==> src/rtl/tt_pkg.sv <==
package tt_pkg;
  localparam int BYTE_W  = 8;
  localparam int NIB_W   = 4;

  typedef enum logic {
    INS_BODY = 1'b0,
    INS_TAG  = 1'b1
  } ins_state_e;
endpackage

==> src/rtl/tt_strip.sv <==
module tt_strip
  import tt_pkg::*;
#(
  parameter int NUM_PORTS = 4
) (
  input  logic                 clk_i,
  input  logic                 rst_ni,
  input  logic                 tag_en_i,
  input  logic                 s_valid_i,
  output logic                 s_ready_o,
  input  logic [BYTE_W-1:0]    s_data_i,
  input  logic                 s_last_i,
  output logic                 m_valid_o,
  input  logic                 m_ready_i,
  output logic [BYTE_W-1:0]    m_data_o,
  output logic                 m_last_o,
  output logic [NUM_PORTS-1:0] m_dest_o,
  output logic                 short_err_o
);
  // one-byte hold stage: a byte goes out only once its successor shows whether it was the tag
  logic              hold_vld_q;
  logic [BYTE_W-1:0] hold_q;
  logic              err_q;
  logic              in_fire;

  always_comb begin
    if (!tag_en_i) begin
      m_valid_o = s_valid_i;
      m_data_o  = s_data_i;
      m_last_o  = s_last_i;
      m_dest_o  = '0;
      s_ready_o = m_ready_i;
    end else begin
      m_valid_o = hold_vld_q && s_valid_i;
      m_data_o  = hold_q;
      m_last_o  = s_last_i;
      m_dest_o  = s_last_i ? s_data_i[NUM_PORTS-1:0] : '0;
      s_ready_o = hold_vld_q ? m_ready_i : 1'b1;
    end
  end

  assign in_fire     = s_valid_i && s_ready_o;
  assign short_err_o = err_q;

  always_ff @(posedge clk_i or negedge rst_ni) begin
    if (!rst_ni) begin
      hold_vld_q <= 1'b0;
      hold_q     <= '0;
      err_q      <= 1'b0;
    end else begin
      err_q <= 1'b0;
      if (!tag_en_i) begin
        hold_vld_q <= 1'b0;
      end else if (in_fire) begin
        if (!hold_vld_q) begin
          if (s_last_i) begin
            err_q <= 1'b1;
          end else begin
            hold_vld_q <= 1'b1;
            hold_q     <= s_data_i;
          end
        end else if (s_last_i) begin
          hold_vld_q <= 1'b0;
        end else begin
          hold_q <= s_data_i;
        end
      end
    end
  end

  p_dest_quiet_r4: assert property (@(posedge clk_i) disable iff (!rst_ni)
    (m_valid_o && !m_last_o) |-> (m_dest_o == '0));

  p_short_flag_r6: assert property (@(posedge clk_i) disable iff (!rst_ni)
    (tag_en_i && s_valid_i && s_ready_o && s_last_i && !m_valid_o) |=> short_err_o);

  p_stall_hold_r8: assert property (@(posedge clk_i) disable iff (!rst_ni)
    (tag_en_i && m_valid_o && !m_ready_i) |=> $stable(m_data_o));
endmodule

==> src/rtl/tt_insert.sv <==
module tt_insert
  import tt_pkg::*;
#(
  parameter int NUM_PORTS = 4,
  localparam int SRC_W    = (NUM_PORTS > 1) ? $clog2(NUM_PORTS) : 1
) (
  input  logic              clk_i,
  input  logic              rst_ni,
  input  logic              tag_en_i,
  input  logic              s_valid_i,
  output logic              s_ready_o,
  input  logic [BYTE_W-1:0] s_data_i,
  input  logic              s_last_i,
  input  logic [SRC_W-1:0]  s_src_i,
  output logic              m_valid_o,
  input  logic              m_ready_i,
  output logic [BYTE_W-1:0] m_data_o,
  output logic              m_last_o
);
  ins_state_e       state_q;
  logic [SRC_W-1:0] src_q;

  always_comb begin
    if (state_q == INS_TAG) begin
      m_valid_o = 1'b1;
      m_data_o  = {{(BYTE_W-SRC_W){1'b0}}, src_q};
      m_last_o  = 1'b1;
      s_ready_o = 1'b0;
    end else begin
      m_valid_o = s_valid_i;
      m_data_o  = s_data_i;
      m_last_o  = s_last_i && !tag_en_i;
      s_ready_o = m_ready_i;
    end
  end

  always_ff @(posedge clk_i or negedge rst_ni) begin
    if (!rst_ni) begin
      state_q <= INS_BODY;
      src_q   <= '0;
    end else begin
      case (state_q)
        INS_BODY: if (tag_en_i && s_valid_i && s_ready_o && s_last_i) begin
          state_q <= INS_TAG;
          src_q   <= s_src_i;
        end
        INS_TAG: if (m_ready_i) state_q <= INS_BODY;
        default: state_q <= INS_BODY;
      endcase
    end
  end

  p_tag_follows_r7: assert property (@(posedge clk_i) disable iff (!rst_ni)
    (tag_en_i && s_valid_i && s_ready_o && s_last_i)
      |=> (m_valid_o && m_last_o && m_data_o[7:4] == 4'h0 && !s_ready_o));

  p_stall_hold_r8: assert property (@(posedge clk_i) disable iff (!rst_ni)
    (m_valid_o && !m_ready_i) |=> (m_valid_o && $stable(m_data_o) && $stable(m_last_o)));
endmodule

==> src/rtl/tail_tag_unit.sv <==
module tail_tag_unit
  import tt_pkg::*;
#(
  parameter int NUM_PORTS = 4,
  localparam int SRC_W    = (NUM_PORTS > 1) ? $clog2(NUM_PORTS) : 1
) (
  input  logic                 clk_i,
  input  logic                 rst_ni,
  input  logic                 tag_en_i,
  input  logic                 cpu_rx_valid_i,
  output logic                 cpu_rx_ready_o,
  input  logic [7:0]           cpu_rx_data_i,
  input  logic                 cpu_rx_last_i,
  output logic                 sw_tx_valid_o,
  input  logic                 sw_tx_ready_i,
  output logic [7:0]           sw_tx_data_o,
  output logic                 sw_tx_last_o,
  output logic [NUM_PORTS-1:0] sw_tx_dest_o,
  output logic                 short_err_o,
  input  logic                 sw_rx_valid_i,
  output logic                 sw_rx_ready_o,
  input  logic [7:0]           sw_rx_data_i,
  input  logic                 sw_rx_last_i,
  input  logic [SRC_W-1:0]     sw_rx_src_i,
  output logic                 cpu_tx_valid_o,
  input  logic                 cpu_tx_ready_i,
  output logic [7:0]           cpu_tx_data_o,
  output logic                 cpu_tx_last_o
);
  tt_strip #(.NUM_PORTS(NUM_PORTS)) u_strip (
    .clk_i      (clk_i),
    .rst_ni     (rst_ni),
    .tag_en_i   (tag_en_i),
    .s_valid_i  (cpu_rx_valid_i),
    .s_ready_o  (cpu_rx_ready_o),
    .s_data_i   (cpu_rx_data_i),
    .s_last_i   (cpu_rx_last_i),
    .m_valid_o  (sw_tx_valid_o),
    .m_ready_i  (sw_tx_ready_i),
    .m_data_o   (sw_tx_data_o),
    .m_last_o   (sw_tx_last_o),
    .m_dest_o   (sw_tx_dest_o),
    .short_err_o(short_err_o)
  );

  tt_insert #(.NUM_PORTS(NUM_PORTS)) u_insert (
    .clk_i    (clk_i),
    .rst_ni   (rst_ni),
    .tag_en_i (tag_en_i),
    .s_valid_i(sw_rx_valid_i),
    .s_ready_o(sw_rx_ready_o),
    .s_data_i (sw_rx_data_i),
    .s_last_i (sw_rx_last_i),
    .s_src_i  (sw_rx_src_i),
    .m_valid_o(cpu_tx_valid_o),
    .m_ready_i(cpu_tx_ready_i),
    .m_data_o (cpu_tx_data_o),
    .m_last_o (cpu_tx_last_o)
  );
endmodule

==> config.mk <==
export PLATFORM = sky130hd
export DESIGN_NAME = tail_tag_unit
export DESIGN_NICKNAME = d
export VERILOG_FILES = /design/src/rtl/tt_pkg.sv /design/src/rtl/tt_strip.sv /design/src/rtl/tt_insert.sv /design/src/rtl/tail_tag_unit.sv
export SDC_FILE = /design/constraint.sdc
export NUM_CORES = 1
export LEC_CHECK = 0
export BUFFER_PORTS_ARGS = -buffer_cell sky130_fd_sc_hd__buf_2
export CORE_ASPECT_RATIO = 0.9
export CORE_UTILIZATION = 40
export CTS_CLUSTER_SIZE = 30
export DETAILED_ROUTE_END_ITERATION = 7
export PLACE_DENSITY = 0.78
export SETUP_SLACK_MARGIN = 0.4
export SKIP_CTS_REPAIR_TIMING = 1
export SYNTH_ARGS = -nofsm -noshare
export SYNTH_HDL_FRONTEND = slang
export SYNTH_SLANG_ARGS = --single-unit
==> constraint.sdc <==
create_clock -name clk_i -period 1.4 [get_ports clk_i]
set_input_delay 0.21 -clock clk_i [delete_from_list [all_inputs] [get_ports clk_i]]
set_output_delay 0.21 -clock clk_i [all_outputs]
set_load 0.05 [all_outputs]
After elaboration in Yosys (flattened, before gate mapping)
Cells that the tools add are included.

Register bits: 13. Latch bits: 0. Bits in writable memories: 0. Memory bits (read-only): 0. Input bits: 27. Output and inout bits: 27. Word-level logic and storage cells: 37. Memories kept: 0.

Add/sub/neg operators: 0. Multipliers: 0. Div/mod/pow operators: 0. Order comparisons: 0. Equal/unequal tests: 1. Shifts and indexed selects: 0. Multiplexer cells: 20. Bitwise gates (word level): 2. Reductions and logical operators: 9.

Operators with widths (number): 8-bit 2-to-1 mux (2); 1-bit 2-to-1 mux (15); 4-bit 2-to-1 mux (2); 1-bit logical AND (6); 3-bit AND reduction (1); 2-bit by 1-bit != test with 1-bit output, second input constant (1); 1-bit inverter (2); 1-bit one-hot mux with 2 select lines (1); 2-bit AND reduction (1); 1-bit logical NOT (1).

Depth between registers and ports, before layout
Word-level depth: 5. Depth in mapped cells: 4. Gate-level depth less buffers: 3.

Cells and area by module
From an unflattened synthesis, not the netlist that was laid out.

Cell total of the unflattened synthesis: 65. Area total of the unflattened synthesis: 814.5 µm².

By module, submodules not included: tt_strip (instances 1, cells an instance 44, area each 585.6 µm², sequential area each 250.2 µm²); tt_insert (instances 1, cells an instance 21, area each 229.0 µm², sequential area each 75.1 µm²).

Worst setup path after synthesis
No wires, ideal clock.

Path type: flip-flop to flip-flop. From: reg u_insert.state_q. To: reg u_insert.src_q[0]. Setup time: 0.128 ns. Arrival: 1.413 ns. Data required time: 1.272 ns. Path slack: -0.140 ns. Stages on the path, launching flop included: 4. Buffers on the path: 0. Clock period less this slack: 1.540 ns. Path through: dfrtp_1 > nor2b_2 > nand4_1 > mux2_1.

Word-level cells in the longest chain between the ends: 4. Elaborated cells between the ends (all ways): 5. Those cells by class: mux: 1; bitwise: 1; reduce/logical: 3.

RTL lines: from (decl) (line tt_insert.sv:20) `ins_state_e state_q;`; from (signal assigned) (line tt_insert.sv:39) `state_q <= INS_BODY;`; from (signal assigned) (line tt_insert.sv:44) `state_q <= INS_TAG;`; from (signal assigned) (line tt_insert.sv:47) `INS_TAG: if (m_ready_i) state_q <= INS_BODY;`; 1-bit 2-to-1 mux (line tt_insert.sv:24) `if (state_q == INS_TAG) begin`; via sw_rx_ready_o (line tail_tag_unit.sv:21) `output logic sw_rx_ready_o,`; 1-bit logical AND (2 in series) (line tt_insert.sv:43) `INS_BODY: if (tag_en_i && s_valid_i && s_ready_o && s_last_i) begin`; 2-bit AND reduction (no source line); to (signal assigned) (line tt_insert.sv:45) `src_q <= s_src_i;`; to (decl) (line tt_insert.sv:21) `logic [SRC_W-1:0] src_q;`.

The timed path passes the listed nets, and every way through them passes these cells. A chain may end at the register's enable or synchronous reset.

Final worst setup path
From: reg u_insert.state_q. To: out cpu_tx_data_o[0].

Word-level cells in the longest chain between the ends: 1.

RTL lines: 8-bit 2-to-1 mux (line tt_insert.sv:24); to (decl) (line tail_tag_unit.sv:27) `output logic [7:0] cpu_tx_data_o,`.

Every way passes these cells.

==> impl_metrics.tcl <==
set metrics [dict create \
    relSlewSlack_pct 80.5 \
    final_util_pct 81.6 \
    layout_min_cycle_time_ns 1.43 \
    antenna_found_initial 0 \
    min_period_over_period_pct 102 \
    fill_cells 95 \
    cts-buffers-inserted 3 \
    gp_congestion 0.669 \
    cts-root-buf "clkbuf_4" \
    drtAntennaViolNets 0 \
    grt_setup_unrepaired "yes" \
    slowest_delay_ns 0.44 \
    hold_viol 0 \
    p_leak_nw 0.751 \
    port_buffers 53 \
    clkPwrFrac_pct 15.0 \
    final_common_cell "buf_2" \
    routedWlPerCell_um 13.8 \
    regArea_um2 327 \
    first_iter_violations 9 \
    synth_top_family_by_area "multiplexers" \
    hold_path_end "u_insert.state_q" \
    drtPass1Iterations 3 \
    rrSetupSlack_ns 0.01 \
    finalSetupViolations 5 \
    cts.sinks 13 \
    syn_inst 65 \
    synth_seq_cells 13 \
    dieArea_um2 2150 \
    placed_area_um2 1120 \
    synth_edf_count 0 \
    final_area_um2 1430 \
    cp.arrival_ns 1.22 \
    yosys.cell_types.count 22 \
    cts_tree "yes" \
    powerDensity_nw_per_um2 1060 \
    synth_nets 92 \
    crit_slowest_cell "dfrtp_2" \
    sequentialPowerShare_pct 32.0 \
    reg2reg_to "u_insert.src_q[0]" \
    vias 723 \
    nets 152 \
    synth-compound-area-share_pct 2.23 \
    ys_seq_area_share_pct 41.3 \
    h-tree-depth 1 \
    io_pins 54 \
    grt_pass1_vias 676 \
    yosys.area_share.xor_xnor_pct 0 \
    setup_ws_ns -0.0316 \
    die_y_um 44.1 \
    dp_hpwl_um 1380 \
    cts.reportedPaths.clkPinSlew_ns 0.08 \
    fmax_mhz 699 \
    worst_slew_pin_slew_ns 0.293 \
    rows 14 \
    initial_core_util_pct 44.9 \
    holdPathStages 2 \
    status "complete, but fails checks" \
    coreArea_um2 1750 \
    async_flop_share_pct 100 \
    drive_gt1_share_pct 81.5 \
    ys.flop_type "dfrtp_1" \
    multi_input_area_um2 517 \
    grt_start_max_net_pins 18 \
    startpoint_type "flop" \
    r2r_start "u_insert.state_q" \
    ff2ff_path_depth 4 \
    drc 0 \
    most-common-layout-cells "buf_2 (26), mux2_4 (18), buf_8 (13)" \
    skew_ns 0.00246 \
    cp.required_ns 1.19 \
    synth_area_um2 787 \
    irDropWorstVdd_v 0.000730 \
    drt_wl_total_um 2040 \
    endpoint_kind "primary output" \
    combPwrFrac_pct 53.1 \
    grt_overflow 0 \
    p_total_mw 1.52 \
    cp_max_fo 6 \
    grt_pass1_wl_um 2940 \
    insertion_delay_ns 0.27 \
    grt_util_all_layers_pct 18.5 \
    antenna_cells 0 \
    post_synth.cell_area_avg_um2 12.1 \
    synthAdderAreaFrac_pct 0 \
    switchingPower_uw 567 \
    cp_cell_sequence "mux2_2 > buf_6" \
    yosys_warnings 0 \
    synth_mux_area_share_pct 32.4 \
    p_int_uw 952 \
    place_ws_ns 0.0583 \
    timing_worst_setup_path_type "flop to primary output" \
    cap_violations 0 \
    slew_violations 0 \
    switching_share_pct 37.3 \
    area_growth_pct 81.7 \
    die_w_um 48.8 \
    hold_start "cpu_tx_ready_i" \
    clk_path_buf_depth 2 \
    synthSimpleGateAreaFrac_pct 18.3 \
    post_drt_via_cell_ratio 4.89 \
    violations "negative setup slack" \
    hp-class "input pin to flop" \
]
==> synthesized netlist by cell type, types with 3 or more instances <==
cell	n	area, µm²
dfrtp_1	13	325
mux2_1	12	135
mux2_4	8	120
nor2b_1	7	43.8
and3_1	4	25.0
buf_2	3	15.0
nand2b_1	3	18.8
==> layer usage <==
layer	vias up	share of wire (%)	track usage, %
li1	339	-	-
met1	341	44	20.3
met2	41	48	34.2
met3	2	8.3	5.50
met4	0	0.49	7.06
met5	-	0	0
==> registers in the layout, indices dropped and copies added (netlist names) <==
signal               flops
u_strip.short_err_o      1
u_insert.state_q         1
u_strip.hold_q           8
u_insert.src_q           2
u_strip.hold_vld_q       1
==> worst max-delay path by stage <==
stage | start | endpoint
floorplan | u_insert.state_q | u_insert.src_q[0]
global placement | tag_en_i | u_strip.hold_q[6]
detailed placement | tag_en_i | u_strip.hold_q[0]
CTS | u_insert.state_q | cpu_tx_last_o
global route | u_insert.state_q | cpu_tx_data_o[0]
finish | u_insert.state_q | cpu_tx_data_o[0]
==> through the flow <==
| step | hold WS, ns | instances | setup TNS, ns |
|---|---|---|---|
| 4_1_cts | -0.186 | 142 | -1.46 |
| 5_1_grt | 0.124 | 148 | -0.506 |
| 3_3_place_gp | 0.105 | 138 | 0 |
| 3_5_place_dp | 0.108 | 138 | 0 |
| 6_report | 0.124 | 148 | -0.0870 |
| 2_1_floorplan | -0.0856 | 65 | 0 |
==> critical path: cells and delay by family, from the launching register on <==
family   cells  cell delay [ns]
flops        1             0.44
mux          1             0.36
buf+inv      1             0.15
==> cell families after synthesis <==
group,count (synthesis)
and+or+nand+nor,22
DFF,13
buffers and inverters,7
AOI/OAI and AO/OA,3
muxes,20
==> final cells by class <==
| cell class | instances | share of cell area [%] |
|---|---|---|
| clock buffer | 4 | 1.84 |
| multi-input combinational | 45 | 36.1 |
| inverter | 2 | 0.525 |
| sequential | 13 | 22.8 |
| tap | 24 | 2.10 |
| timing repair buffer | 60 | 36.6 |
==> power groups by stage <==
stage | logic, mW | clock network [mW] | registers, mW
floorplan | 0.484 | 0 | 0.478
global placement | 0.584 | 0 | 0.485
detailed placement | 0.598 | 0 | 0.486
CTS | 0.596 | 0.234 | 0.483
global route | 0.842 | 0.256 | 0.493
finish | 0.806 | 0.227 | 0.486
Power figures use the tool's default switching activity.
